## src/rtl/irq_flag_pkg.sv

```systemverilog
package irq_flag_pkg;
  localparam int FLAG_N   = 4;
  localparam int BYTE_W   = 8;
  localparam int F_WDT    = 0;
  localparam int F_ALM    = 1;
  localparam int F_PF     = 2;
  localparam int F_OSC    = 3;

  typedef struct packed {
    logic pulse_mode;
    logic act_high;
    logic pf_ie;
    logic alm_ie;
    logic wdt_ie;
  } irq_cfg_t;

  localparam int CFG_W = $bits(irq_cfg_t);
endpackage

```

## src/rtl/irq_evt_flags.sv

```systemverilog
module irq_evt_flags
  import irq_flag_pkg::*;
(
  input  logic              clk,
  input  logic              rst_n,
  input  logic              wdt_evt,
  input  logic              alarm_evt,
  input  logic              pwr_low,
  input  logic              osc_fail_set,
  input  logic              clr,
  output logic              pf_evt,
  output logic [FLAG_N-1:0] flag_q
);
  logic              pwr_q;
  logic [FLAG_N-1:0] set_vec;

  always_ff @(posedge clk or negedge rst_n) begin
    if (!rst_n) pwr_q <= 1'b0;
    else        pwr_q <= pwr_low;
  end

  assign pf_evt = pwr_low & ~pwr_q;

  always_comb begin
    set_vec        = '0;
    set_vec[F_WDT] = wdt_evt;
    set_vec[F_ALM] = alarm_evt;
    set_vec[F_PF]  = pf_evt;
    set_vec[F_OSC] = osc_fail_set;
  end

  // a set in the same cycle as a clear wins
  for (genvar i = 0; i < FLAG_N; i++) begin : g_flag
    always_ff @(posedge clk or negedge rst_n) begin
      if (!rst_n)          flag_q[i] <= 1'b0;
      else if (set_vec[i]) flag_q[i] <= 1'b1;
      else if (clr)        flag_q[i] <= 1'b0;
    end
  end
endmodule

```

## src/rtl/irq_osc_watch.sv

```systemverilog
module irq_osc_watch #(
  parameter int WIN = 1000
) (
  input  logic clk,
  input  logic rst_n,
  input  logic osc_en,
  input  logic osc_running,
  output logic fail_set
);
  localparam int CW = $clog2(WIN + 1);

  logic [CW-1:0] cnt_q;
  logic          done_q;
  logic          at_end;

  assign at_end   = !done_q && (cnt_q == CW'(WIN - 1));
  assign fail_set = at_end && osc_en && !osc_running;

  always_ff @(posedge clk or negedge rst_n) begin
    if (!rst_n) begin
      cnt_q  <= '0;
      done_q <= 1'b0;
    end else if (!done_q) begin
      cnt_q  <= cnt_q + 1'b1;
      done_q <= at_end;
    end
  end
endmodule

```

## src/rtl/irq_pulse_gen.sv

```systemverilog
module irq_pulse_gen #(
  parameter int WIDTH = 8
) (
  input  logic clk,
  input  logic rst_n,
  input  logic trig,
  output logic active
);
  localparam int CW = $clog2(WIDTH + 1);

  logic [CW-1:0] cnt_q;

  always_ff @(posedge clk or negedge rst_n) begin
    if (!rst_n)           cnt_q <= '0;
    else if (trig)        cnt_q <= CW'(WIDTH);
    else if (cnt_q != '0) cnt_q <= cnt_q - 1'b1;
  end

  assign active = (cnt_q != '0);
endmodule

```

## src/rtl/irq_flag_ctrl.sv

```systemverilog
module irq_flag_ctrl
  import irq_flag_pkg::*;
#(
  parameter int PULSE_CYC = 8,
  parameter int OSC_WIN   = 1000
) (
  input  logic              clk,
  input  logic              rst_n,
  input  logic              wdt_evt,
  input  logic              alarm_evt,
  input  logic              pwr_low,
  input  logic              osc_en,
  input  logic              osc_running,
  input  logic              cfg_wr,
  input  logic [BYTE_W-1:0] cfg_wdata,
  input  logic              flags_rd,
  output logic              irq_pin,
  output logic              irq_oe,
  output logic [BYTE_W-1:0] flags
);
  irq_cfg_t          cfg_q;
  logic [FLAG_N-1:0] flag_q;
  logic              pf_evt;
  logic              osc_fail_set;
  logic              pend_lvl;
  logic              trig;
  logic              pulse_act;
  logic              asserted;
  logic              cfg_act_high;
  logic              cfg_pulse;

  always_ff @(posedge clk or negedge rst_n) begin
    if (!rst_n)      cfg_q <= '0;
    else if (cfg_wr) cfg_q <= irq_cfg_t'(cfg_wdata[CFG_W-1:0]);
  end

  assign cfg_act_high = cfg_q.act_high;
  assign cfg_pulse    = cfg_q.pulse_mode;

  irq_osc_watch #(.WIN(OSC_WIN)) u_osc (
    .clk         (clk),
    .rst_n       (rst_n),
    .osc_en      (osc_en),
    .osc_running (osc_running),
    .fail_set    (osc_fail_set)
  );

  irq_evt_flags u_flags (
    .clk          (clk),
    .rst_n        (rst_n),
    .wdt_evt      (wdt_evt),
    .alarm_evt    (alarm_evt),
    .pwr_low      (pwr_low),
    .osc_fail_set (osc_fail_set),
    .clr          (flags_rd),
    .pf_evt       (pf_evt),
    .flag_q       (flag_q)
  );

  assign pend_lvl = (flag_q[F_WDT] & cfg_q.wdt_ie) |
                    (flag_q[F_ALM] & cfg_q.alm_ie) |
                    (flag_q[F_PF]  & cfg_q.pf_ie);

  assign trig = cfg_q.pulse_mode &
                ((wdt_evt & cfg_q.wdt_ie) |
                 (alarm_evt & cfg_q.alm_ie) |
                 (pf_evt & cfg_q.pf_ie));

  irq_pulse_gen #(.WIDTH(PULSE_CYC)) u_pulse (
    .clk    (clk),
    .rst_n  (rst_n),
    .trig   (trig),
    .active (pulse_act)
  );

  assign asserted = cfg_q.pulse_mode ? pulse_act : pend_lvl;

  always_comb begin
    if (cfg_q.act_high) begin
      irq_oe  = 1'b1;
      irq_pin = asserted & ~pwr_low;
    end else begin
      irq_oe  = asserted;
      irq_pin = ~asserted;
    end
  end

  assign flags = BYTE_W'(flag_q);
endmodule

```

## config.mk

```make
export PLATFORM = sky130hd
export DESIGN_NAME = irq_flag_ctrl
export DESIGN_NICKNAME = d
export VERILOG_FILES = /design/src/rtl/irq_flag_pkg.sv /design/src/rtl/irq_evt_flags.sv /design/src/rtl/irq_osc_watch.sv /design/src/rtl/irq_pulse_gen.sv /design/src/rtl/irq_flag_ctrl.sv
export SDC_FILE = /design/constraint.sdc
export NUM_CORES = 1
export LEC_CHECK = 0
export ABC_AREA = 1
export BUFFER_PORTS_ARGS = -buffer_cell sky130_fd_sc_hd__buf_2
export CAP_MARGIN = 5
export CORE_AREA = 2 2 51 53
export CTS_CLUSTER_DIAMETER = 60
export DETAILED_ROUTE_END_ITERATION = 8
export DIE_AREA = 0 0 53 55
export MAX_ROUTING_LAYER = met4
export PLACE_DENSITY = 0.82
export SLEW_MARGIN = 20
export SYNTH_ARGS = -nofsm -noshare
export SYNTH_HDL_FRONTEND = slang
export SYNTH_HIERARCHICAL = 1
export SYNTH_SLANG_ARGS = --single-unit
```

## constraint.sdc

```tcl
create_clock -name clk -period 2.7 [get_ports clk]
set_input_delay 0.27 -clock clk [delete_from_list [all_inputs] [get_ports clk]]
set_output_delay 0.27 -clock clk [all_outputs]
set_load 0.02 [all_outputs]
```

After elaboration in Yosys (flattened, before gate mapping)

Cells that the tools add are included.

Output and inout port bits: 10
Word-level logic and storage cells: 54
Register bits after elaboration: 25

Multiplexer cells: 11
Equality and inequality tests: 1
$add $sub $neg: 2
Bitwise logic cells: 16
Reductions and logical operators: 11

Operators with widths:

| kind                    | number |
|---|---|
| $add A10 B1 Y10 const B | 1 |
| $eq A10 B10 Y1 const B  | 1 |
| $reduce_bool A2 Y1      | 5 |
| $and A1 B1 Y1           | 9 |
| $mux W1                 | 9 |
| $mux W4                 | 2 |
| $or A1 B1 Y1            | 4 |
| $reduce_bool A4 Y1      | 1 |
| $sub A4 B1 Y4 const B   | 1 |
| $logic_and A1 B1 Y1     | 3 |
| $not A1 Y1              | 3 |
| $logic_not A1 Y1        | 2 |

Depth between registers and ports, before layout

Gate-level depths: netlist of the first run.

Depth after elaboration: 6
Depth in mapped cells: 10
Depth with buffers taken out: 10

By module

The synthesis of the first run kept the hierarchy.

Modules (own cells, without submodules):

| module        | area each (um2) | instances | sequential area each (um2) | cells an instance |
|---|---|---|---|---|
| irq_osc_watch | 560.5           | 1         | 275.3                      | 69 |
| irq_flag_ctrl | 312.8           | 1         | 125.1                      | 40 |
| irq_pulse_gen | 221.5           | 1         | 100.1                      | 28 |
| irq_evt_flags | 181.4           | 1         | 125.1                      | 20 |

Worst setup path before layout of the first run

No wires, ideal clock.

Kind: reg-to-output
From: register u_pulse.cnt_q[0]
To: output irq_pin
Required time: 2,430 ps
Cell stages (with the launch flop): 8
Data arrival time: 1,353 ps
Path buffers: 0
Path slack: 1,077 ps
Path through: dfrtp_1 inv_1 ha_1 nand3_2 or2_4 o21ai_2 nand2_2 nand2_1

Word-level cells in the longest chain between the ends: 4
Elaborated cells between the ends (all ways): 5
Classes of those cells: mux (2); bitwise (2); reduce/logical (1)

Ends and longest elaborated chain:

| what                                               | line                                     | source |
|---|---|---|
| start: declaration                                 | irq_pulse_gen.sv:11                      | `logic [CW-1:0] cnt_q;` |
| start signal: assignment                           | irq_pulse_gen.sv:15                      | `else if (trig) cnt_q <= CW'(WIDTH);` |
| start signal: assignment                           | irq_pulse_gen.sv:16                      | `else if (cnt_q != '0) cnt_q <= cnt_q - 1'b1;` |
| $reduce_bool A4 Y1 (*)                             | irq_pulse_gen.sv:19                      | `assign active = (cnt_q != '0);` |
| net pulse_act                                      | irq_flag_ctrl.sv:27                      | `logic pulse_act;` |
| $mux W1 (*)                                        | irq_flag_ctrl.sv:76                      | `assign asserted = cfg_q.pulse_mode ? pulse_act : pend_lvl;` |
| $and A1 B1 Y1 / $not A1 Y1 (equally long branches) | irq_flag_ctrl.sv:81, irq_flag_ctrl.sv:84 |  |
| $mux W1 (*)                                        | irq_flag_ctrl.sv:79                      | `if (cfg_q.act_high) begin` |
| end: declaration                                   | irq_flag_ctrl.sv:17                      | `output logic irq_pin,` |

The timed path passes the listed nets; every way through them passes the cells marked *.

Worst setup path in the final report of the first run

Ends and elaborated chain as after synthesis.

==> impl_metrics.ini, run 1 <==
[cells_and_area]
final_nets = 199
area_delta_synth_final_pct = 11.4
post-route-util_pct = 60.1
drive_gt1_share_pct = 20.1
n_fill_cell = 210
antenna_cells = 0

[worst_setup_path]
reg2reg_depth = 6
worstPathRequired_ns = 2.43
cp_slowest_cell = dfrtp_1
worstSetupPathType = reg -> out
max_stage_delay_ns = 0.42
timing.rr.start = u_osc/cnt_q[0]
crit_chain = inv_1 > ha_1 > nand3_2 > or2_4 > o21ai_2 > nand2_2 > nand2_1 > buf_2
end_kind = primary output
crit_path_start = u_pulse/cnt_q[0]
crit_path_start_kind = flop
crit_fanout = 4
cp.arrival_ns = 1.76

[cts]
cts_tree = done
cts_buffer_depth = 2
cts_buffers = 3
htree_num_levels = 1
cts_sinks = 25
cts.clk_slew.worst_paths_ns = 0.13
root_buffer = clkbuf_4
clkLatencyLatePin_ns = 0.31
cts.repair.resized = 0

[min_path]
hold_class = in -> reg
hold_depth = 1
min_from = pwr_low

[timing]
max_freq_mhz = 492
setup_viol = 0
slew-limit-headroom_pct = 62.8
finalCritPeriodShare_pct = 75.3
worst_pin_slew_ns = 0.557
skew_ns = 0.00353
rsz0062_at_grt = no
finalHoldViolations = 0
period_needed_ns = 2.03
drv_slew = 0
tns_ns = 0

[detailed_routing]
routed_wl_um = 2330
avgRoutedWirePerCell_um = 11.1
viasPerCell = 4.86
ant_nets = 0
vias = 1016
drt-initial-drc-count = 18
dr.pass1.iters = 6
drc = 0

[power_and_ir_drop]
ir_drop_v = 0.000373
p_leak_nw = 0.808
power_density_mw_per_mm2 = 594

[synthesis]
synth_top_area_share_pct = 49.0
ys_warn_count = 6
syn_avg_cell_area_um2 = 8.13
netlist_instances = 157
yosys.area.top_type = dfrtp_1
ys_ff_latch = 25
synthTopCellsByArea = dfrtp_1, nand2_1, inv_1, nand3_1, nor2_1
syn_area_mm2 = 0.00128
synth_seq_area_share_pct = 49.0
synth_cell_types = 26

[placement]
gp_congestion = 0.796
numPortBuffers = 19
dp_hpwl_um = 1820

[grt]
grt_max_degree = 26
track_usage_pct = 19.5
overflow = 0
grt_pass1_vias = 984
antenna_found_initial = 0
grt_pass1_wl_um = 4020

[floorplan]
initial_utilization_pct = 54.0
num_rows = 18
core_mm2 = 0.00236
die_x_um = 53
die_h_um = 55
ios = 27
dieArea_mm2 = 0.00292

[status]
status = completed

[job]
maxCapViolations = 0
-- worst paths after layout --
path	to	slack, ns
worst max-delay path	irq_pin	0.67
worst min-delay path	u_flags/pwr_q	0.09
worst max register to register	u_osc/cnt_q[8]	1.37
worst min register to register	u_flags/flag_q[3]	0.49
max in group asynchronous	u_osc/done_q	1.87
min in group asynchronous	cfg_q[2]	0.47
-- power breakdown --
group / leakage (nW) / total (W) / switching, W / internal [W]
sequential: 0.306 / 0.000443 / 0.0000269 / 0.000416
clock: 0.0150 / 0.000166 / 0.000108 / 0.0000577
combinational: 0.487 / 0.000237 / 0.000149 / 0.0000873
total: 0.808 / 0.000845 / 0.000284 / 0.000561
-- through the flow --
step	power (W)	std cells	setup WS [ns]	hold slack, ns	cell area (um2)
after detailed placement	0.000688	204	1.02	0.297	1390
after global routing	0.000906	209	0.535	0.0679	1420
final	0.000845	209	0.666	0.0913	1420
after global placement	0.000664	204	1.07	0.283	1390
after CTS	0.000856	209	0.651	0.0810	1420
after floorplan	0.000623	160	1.08	-0.0256	1290
-- critical path, delay by kind of cell (launching register included) --
| family | cells | cell delay (ns) |
|---|---|---|
| DFF | 1 | 0.42 |
| adders and majority gates | 1 | 0.22 |
| buffers and inverters | 2 | 0.23 |
| AOI/OAI and AO/OA | 1 | 0.06 |
| and+or+nand+nor | 4 | 0.52 |
-- layout by cell type, fill, tap and decap left out, types with 2 or more instances in the layout --
master,instances
nor2_1,12
o21ai_0,2
xnor2_1,2
mux2_1,2
inv_1,23
inv_2,5
ha_1,2
clkbuf_4,3
nand2_1,47
buf_2,19
nand4_1,5
conb_1,4
nand2_2,2
dfrtp_1,25
nand3_1,10
xor2_1,3
nand3_2,2
-- layer usage --
layer	GRT usage, %	up-vias	wire length (um)
met4	7.69	0	41
met1	22.4	471	1040
met5	-	-	0
met3	2.42	4	82
met2	35.0	22	1170
li1	-	519	-
-- timing repair --
item | 4_1_cts | 5_1_grt
hold endpoints to repair | 25 | 0
hold buffers | 1 | 0
buffers inserted | 0 | 0
setup endpoints to repair | 0 | 0
-- final cells by class --
class | count | area (um2) | share of cell area [%]
clock buffer | 4 | 26.3 | 1.85
inverter | 28 | 105 | 7.39
multi-input combinational | 102 | 522 | 36.7
sequential | 25 | 626 | 44.0
tap | 30 | 37.5 | 2.64
timing repair buffer | 20 | 105 | 7.39
-- cells in the mapped netlist (all sizes together) --
| cell type | count |
|---|---|
| a21oi | 1 |
| buf | 5 |
| conb | 1 |
| dfrtp | 25 |
| ha | 2 |
| inv | 28 |
| mux2 | 3 |
| nand2 | 49 |
| nand3 | 12 |
| nand3b | 1 |
| nand4 | 5 |
| nor2 | 14 |
| nor3 | 1 |
| o21ai | 3 |
| or2 | 2 |
| xnor2 | 2 |
| xor2 | 3 |
-- cell families (layout without fill, tap and decap cells) --
kind of cell / count (synthesis) / count (layout) / share of synthesized area (%)
simple gates: 84 / 84 / 29.8
buf+inv: 33 / 52 / 11.0
flops: 25 / 25 / 49.0
xor+xnor: 5 / 5 / 3.43
compound gates: 4 / 4 / 1.86
mux: 3 / 3 / 2.65
fa+ha+maj: 2 / 2 / 1.96
other cells: 1 / 4 / 0.294
-- state kept, by name, summed over array words and instances, names as in the netlist --
signal / flops
u_osc/cnt_q: 10
cfg_pulse: 1
u_flags/pwr_q: 1
cfg_q: 3
u_osc/done_q: 1
cfg_act_high: 1
u_flags/flag_q: 4
u_pulse/cnt_q: 4
Note: power is estimated with default switching activity, not from simulation.
==> inputs of run 2 (changes only) <==
Settings changed: CORE_AREA 2 2 51 53 to 2 2 53 55, DIE_AREA 0 0 53 55 to 0 0 55 57, PLACE_DENSITY 0.82 to 0.77.
Clock period 2.7 ns to 2 ns, I/O delays scaled along.
==> run 2 against run 1 <==
- critical path depth did not move
- wire length up 4.6%
- cell count is 1.4% higher
- clock power is 34% higher
- count of clock-buffer cells in the layout did not move
- total power increased by 45%
- final area is 2.7% higher
- first-iteration DRC count fell by 11%
- utilization shrank 4.3 points
- die area is 7.5% higher
- global-route usage is 1.8 points lower
- register-to-register slack lost 0.65 ns
- critical endpoint unchanged
- largest cell class unchanged
- highest routed layer unchanged
==> impl_metrics.ini, run 2 (synthesis gave the netlist of run 1 again) <==
[status]
status = completed

[floorplan]
ios = 27
dieArea_mm2 = 0.00314
die_h_um = 57
num_rows = 19
die_x_um = 55
core_mm2 = 0.00262
initial_utilization_pct = 48.8

[power_and_ir_drop]
sequentialPowerShare_pct = 49.2
p_int_w = 0.000808
clkPwrFrac_pct = 18.2
power_switching_w = 0.000417
power_density_mw_per_mm2 = 839
combPwrFrac_pct = 32.6
switching_share_pct = 34.0
p_leak_nw = 0.818
ir_drop_v = 0.000571

[cells_and_area]
largest_reg_flops = 10
area_delta_synth_final_pct = 14.4
regMostFlops = u_osc/cnt_q
final_common_cell = nand2_1
post-route-util_pct = 55.8
drive_gt1_share_pct = 22.7
final_nets = 201
reg.largest.list = u_osc/cnt_q x10, u_flags/flag_q x4, u_pulse/cnt_q x4
n_fill_cell = 234
final_cell_mix = nand2_1, dfrtp_1, inv_1
antenna_cells = 0

[cts]
cts_tree = done
cts_buffer_depth = 2
cts_sinks = 25
cts.clk_slew.worst_paths_ns = 0.13
cts_buffers = 3
htree_num_levels = 1
clkLatencyLatePin_ns = 0.31
root_buffer = clkbuf_4

[worst_setup_path]
reg2reg_depth = 6
end_kind = primary output
cp.arrival_ns = 1.68
worst-path-buf-inv = 2
cp_slowest_cell = dfrtp_1
crit_path_start_kind = flop
worstSetupPathType = reg -> out
timing.rr.start = u_osc/cnt_q[0]
r2r_setup_slack_ns = 0.72
crit_family = simple AND/OR/NAND/NOR gates
worstPathRequired_ns = 1.80
max_stage_delay_ns = 0.43
timing.rr.end = u_osc/cnt_q[8]
crit_chain = inv_2 > ha_4 > nand3_4 > or2_4 > o21ai_2 > nand2_2 > nand2_1 > buf_4
crit_fanout = 4

[job]
maxCapViolations = 0

[detailed_routing]
avgRoutedWirePerCell_um = 11.5
routed_wl_um = 2430
dr.pass1.iters = 4
drt-initial-drc-count = 16
vias = 1026
viasPerCell = 4.84
ant_nets = 0
drc = 0

[grt]
grt_pass1_vias = 972
grt_max_degree = 26
antenna_found_initial = 0
track_usage_pct = 17.6
overflow = 0
grt_pass1_wl_um = 3880

[timing]
tns_ns = 0
finalHoldViolations = 0
finalCritPeriodShare_pct = 94.1
skew_ns = 0.00417
rsz0062_at_grt = no
period_needed_ns = 1.88
setup_ws_ns = 0.118
max_freq_mhz = 531
drv_slew = 0
slew-limit-headroom_pct = 62.9
worst_pin_slew_ns = 0.557
setup_viol = 0

[placement]
dp_hpwl_um = 1880
numPortBuffers = 19
preCtsSetupSlack_ns = 0.348
gp_congestion = 0.825

[min_path]
min_to = u_flags/pwr_q
min_from = pwr_low
hold_depth = 1
hold_class = in -> reg
## run 2: worst reg2reg max path, delay by kind of cell (launching register included)
| kind | cells | cell delay [ns] |
|---|---|---|
| buffers and inverters | 1 | 0.04 |
| adders and majority gates | 1 | 0.27 |
| DFF | 1 | 0.42 |
| and+or+nand+nor | 4 | 0.46 |
## run 2: worst max path at each step
stage                     slack (ns)        startpoint  endpoint  cells past startpoint
after floorplan                 0.45  u_pulse/cnt_q[0]   irq_pin                      7
after CTS                      0.001  u_pulse/cnt_q[0]   irq_pin                      8
after global routing            0.02  u_pulse/cnt_q[0]   irq_pin                      8
final                           0.12  u_pulse/cnt_q[0]   irq_pin                      8
after global placement          0.45  u_pulse/cnt_q[0]   irq_pin                      8
after detailed placement        0.35  u_pulse/cnt_q[0]   irq_pin                      8
## run 2: final cells by class
cell class	count	area, um2	area share (%)
clock buffers	4	26.3	1.80
repair buffers	22	123	8.40
flip-flops and latches	25	626	42.8
inverters	28	105	7.20
multi-input cells	102	542	37.1
well taps	31	38.8	2.66
## run 2: repair_timing
item / CTS / global route
hold buffers: 1 / 0
resized for setup: 1 / 5
endpoints found under the setup margin: 1 / 2
hold endpoints to repair: 25 / 0
buffers inserted: 0 / 2
## run 2: stage by stage
step,total power (W),area (um2),instances,hold WS (ns)
final,0.00122,1460,212,0.0198
after detailed placement,0.000929,1390,205,0.222
after global placement,0.000898,1390,205,0.213
after global routing,0.00131,1460,212,0.00180
after CTS,0.00116,1430,210,0.0130
after floorplan,0.000841,1290,160,-0.0956
## run 2: per-layer routing
metal  GRT usage, %  routed length, um  vias up
met5              -                  0        -
met4           7.32                 16        0
met3           3.14                 94        2
met2           31.3               1270       20
met1           18.5               1050      486
li1               -                  -      518
## run 2: power by group through the flow
| stage | Sequential [W] | Combinational, W | Clock (W) |
|---|---|---|---|
| after floorplan | 0.000606 | 0.000235 | 0 |
| after global placement | 0.000603 | 0.000294 | 0 |
| after global routing | 0.000609 | 0.000446 | 0.000253 |
| after CTS | 0.000597 | 0.000328 | 0.000232 |
| final | 0.000602 | 0.000400 | 0.000223 |
| after detailed placement | 0.000608 | 0.000321 | 0 |
==> inputs of run 3 (changes only) <==
Settings changed: CTS_BUF_LIST set to sky130_fd_sc_hd__clkbuf_16, PLACE_DENSITY 0.77 to 0.74.
==> run 3 against run 2 <==
- worst hold slack better by 0.060 ns
- utilization is 0.67 points higher
- sequential power hardly changed
- critical path type unchanged
- largest power group unchanged
- highest routed layer unchanged
==> impl_metrics.ini, run 3 (synthesis gave the netlist of run 1 again) <==
[status]
status = completed

[power_and_ir_drop]
p_leak_nw = 0.834
power_density_mw_per_mm2 = 909
ir_drop_v = 0.000573

[detailed_routing]
vias = 1004
dr.pass1.iters = 4
met1_length_um = 967
routed.top_layer = met4
avgRoutedWirePerCell_um = 10.8
drc = 0
drt-initial-drc-count = 32
wl_met3_um = 71
dr_wl_met2_um = 1220
routed_wl_um = 2270
ant_nets = 0
viasPerCell = 4.78

[worst_setup_path]
crit_fanout = 4
cp.arrival_ns = 1.68
max_stage_delay_ns = 0.40
cp_slowest_cell = dfrtp_1
worstPathRequired_ns = 1.80
worstSetupPathType = reg -> out
crit_path_start_kind = flop
end_kind = primary output
worst-path-buf-inv = 2
r2r_setup_slack_ns = 0.78
crit_chain = inv_1 > ha_2 > nand3_2 > or2_4 > o21ai_2 > nand2_2 > nand2_1 > buf_2
crit_family = simple AND/OR/NAND/NOR gates

[timing]
rsz0062_at_grt = no
slew-limit-headroom_pct = 63.9
max_freq_mhz = 532
tns_ns = 0
setup_viol = 0
worst_pin_slew_ns = 0.542
finalCritPeriodShare_pct = 94.0
finalHoldViolations = 0
drv_slew = 0
skew_ns = 0.00281
period_needed_ns = 1.88

[cells_and_area]
antenna_cells = 0
largest_reg_flops = 10
drive_gt1_share_pct = 20.7
reg.largest.list = u_osc/cnt_q x10, u_flags/flag_q x4, u_pulse/cnt_q x4
final_nets = 199
area_delta_synth_final_pct = 15.8
final_cell_mix = nand2_1, dfrtp_1, inv_1
post-route-util_pct = 56.5
n_fill_cell = 236
regMostFlops = u_osc/cnt_q
final_common_cell = nand2_1

[grt]
antenna_found_initial = 0
grt_pass1_vias = 1021
grt_max_degree = 26
track_usage_pct = 17.5
grt_pass1_wl_um = 3880
overflow = 0

[cts]
cts.clk_slew.worst_paths_ns = 0.06
clkLatencyLatePin_ns = 0.25
cts_tree = done
cts_buffers = 3
cts_sinks = 25
postCtsSetupBuffers = 0
htree_num_levels = 1
cts_buffer_depth = 2
root_buffer = clkbuf_16

[min_path]
hold_class = in -> reg

[placement]
gp_congestion = 0.825
dp_hpwl_um = 1750
numPortBuffers = 19

[floorplan]
core_mm2 = 0.00262
die_h_um = 57
initial_utilization_pct = 48.8
num_rows = 19
ios = 27
dieArea_mm2 = 0.00314
die_x_um = 55

[job]
maxCapViolations = 0
run 3: routing by layer:
layer / global-route usage (%) / up-vias
met1: 18.1 / 472
li1: - / 515
met5: - / -
met3: 3.14 / 2
met4: 5.23 / 0
met2: 32.1 / 15
run 3: path summary, 6_finish.rpt:
path / from / end / depth (start not counted)
max: u_pulse/cnt_q[0] / irq_pin / 8
min: pwr_low / u_flags/pwr_q / 1
max reg2reg: u_osc/cnt_q[0] / u_flags/flag_q[3] / 7
min reg2reg: u_osc/cnt_q[6] / u_osc/cnt_q[6] / 1
max in group asynchronous: rst_n / u_osc/cnt_q[3] / 2
min in group asynchronous: rst_n / u_osc/cnt_q[8] / 2
run 3: power by group:
part,internal (W),total [W],switching (W)
logic,0.000121,0.000317,0.000196
clock network,0.000267,0.000424,0.000158
registers,0.000563,0.000601,0.0000388
total,0.000950,0.00134,0.000393
run 3: layout make-up:
type | count | area (um2) | area share, %
tap | 31 | 38.8 | 2.62
inverter | 28 | 105 | 7.11
clock inverter | 1 | 3.75 | 0.254
multi-input combinational | 102 | 524 | 35.5
clock buffer | 3 | 75.1 | 5.08
timing repair buffer | 20 | 105 | 7.11
sequential | 25 | 626 | 42.3
run 3: timing repair:
| action | CTS | global route |
|---|---|---|
| resized for setup | 0 | 1 |
| hold endpoints to repair | 25 | 0 |
| setup endpoints to repair | 0 | 1 |
| hold buffers | 1 | 0 |
run 3: through the flow:
| stage | setup slack (ns) | cells | hold slack (ns) | area [um2] | power, W |
|---|---|---|---|---|---|
| 6_report | 0.119 | 210 | 0.0802 | 1480 | 0.00134 |
| 5_1_grt | 0.00126 | 210 | 0.0737 | 1480 | 0.00144 |
| 4_1_cts | 0.0888 | 210 | 0.0755 | 1480 | 0.00136 |
| 3_5_place_dp | 0.367 | 205 | 0.224 | 1390 | 0.000924 |
| 3_3_place_gp | 0.446 | 205 | 0.218 | 1390 | 0.000897 |
| 2_1_floorplan | 0.447 | 160 | -0.0956 | 1290 | 0.000841 |
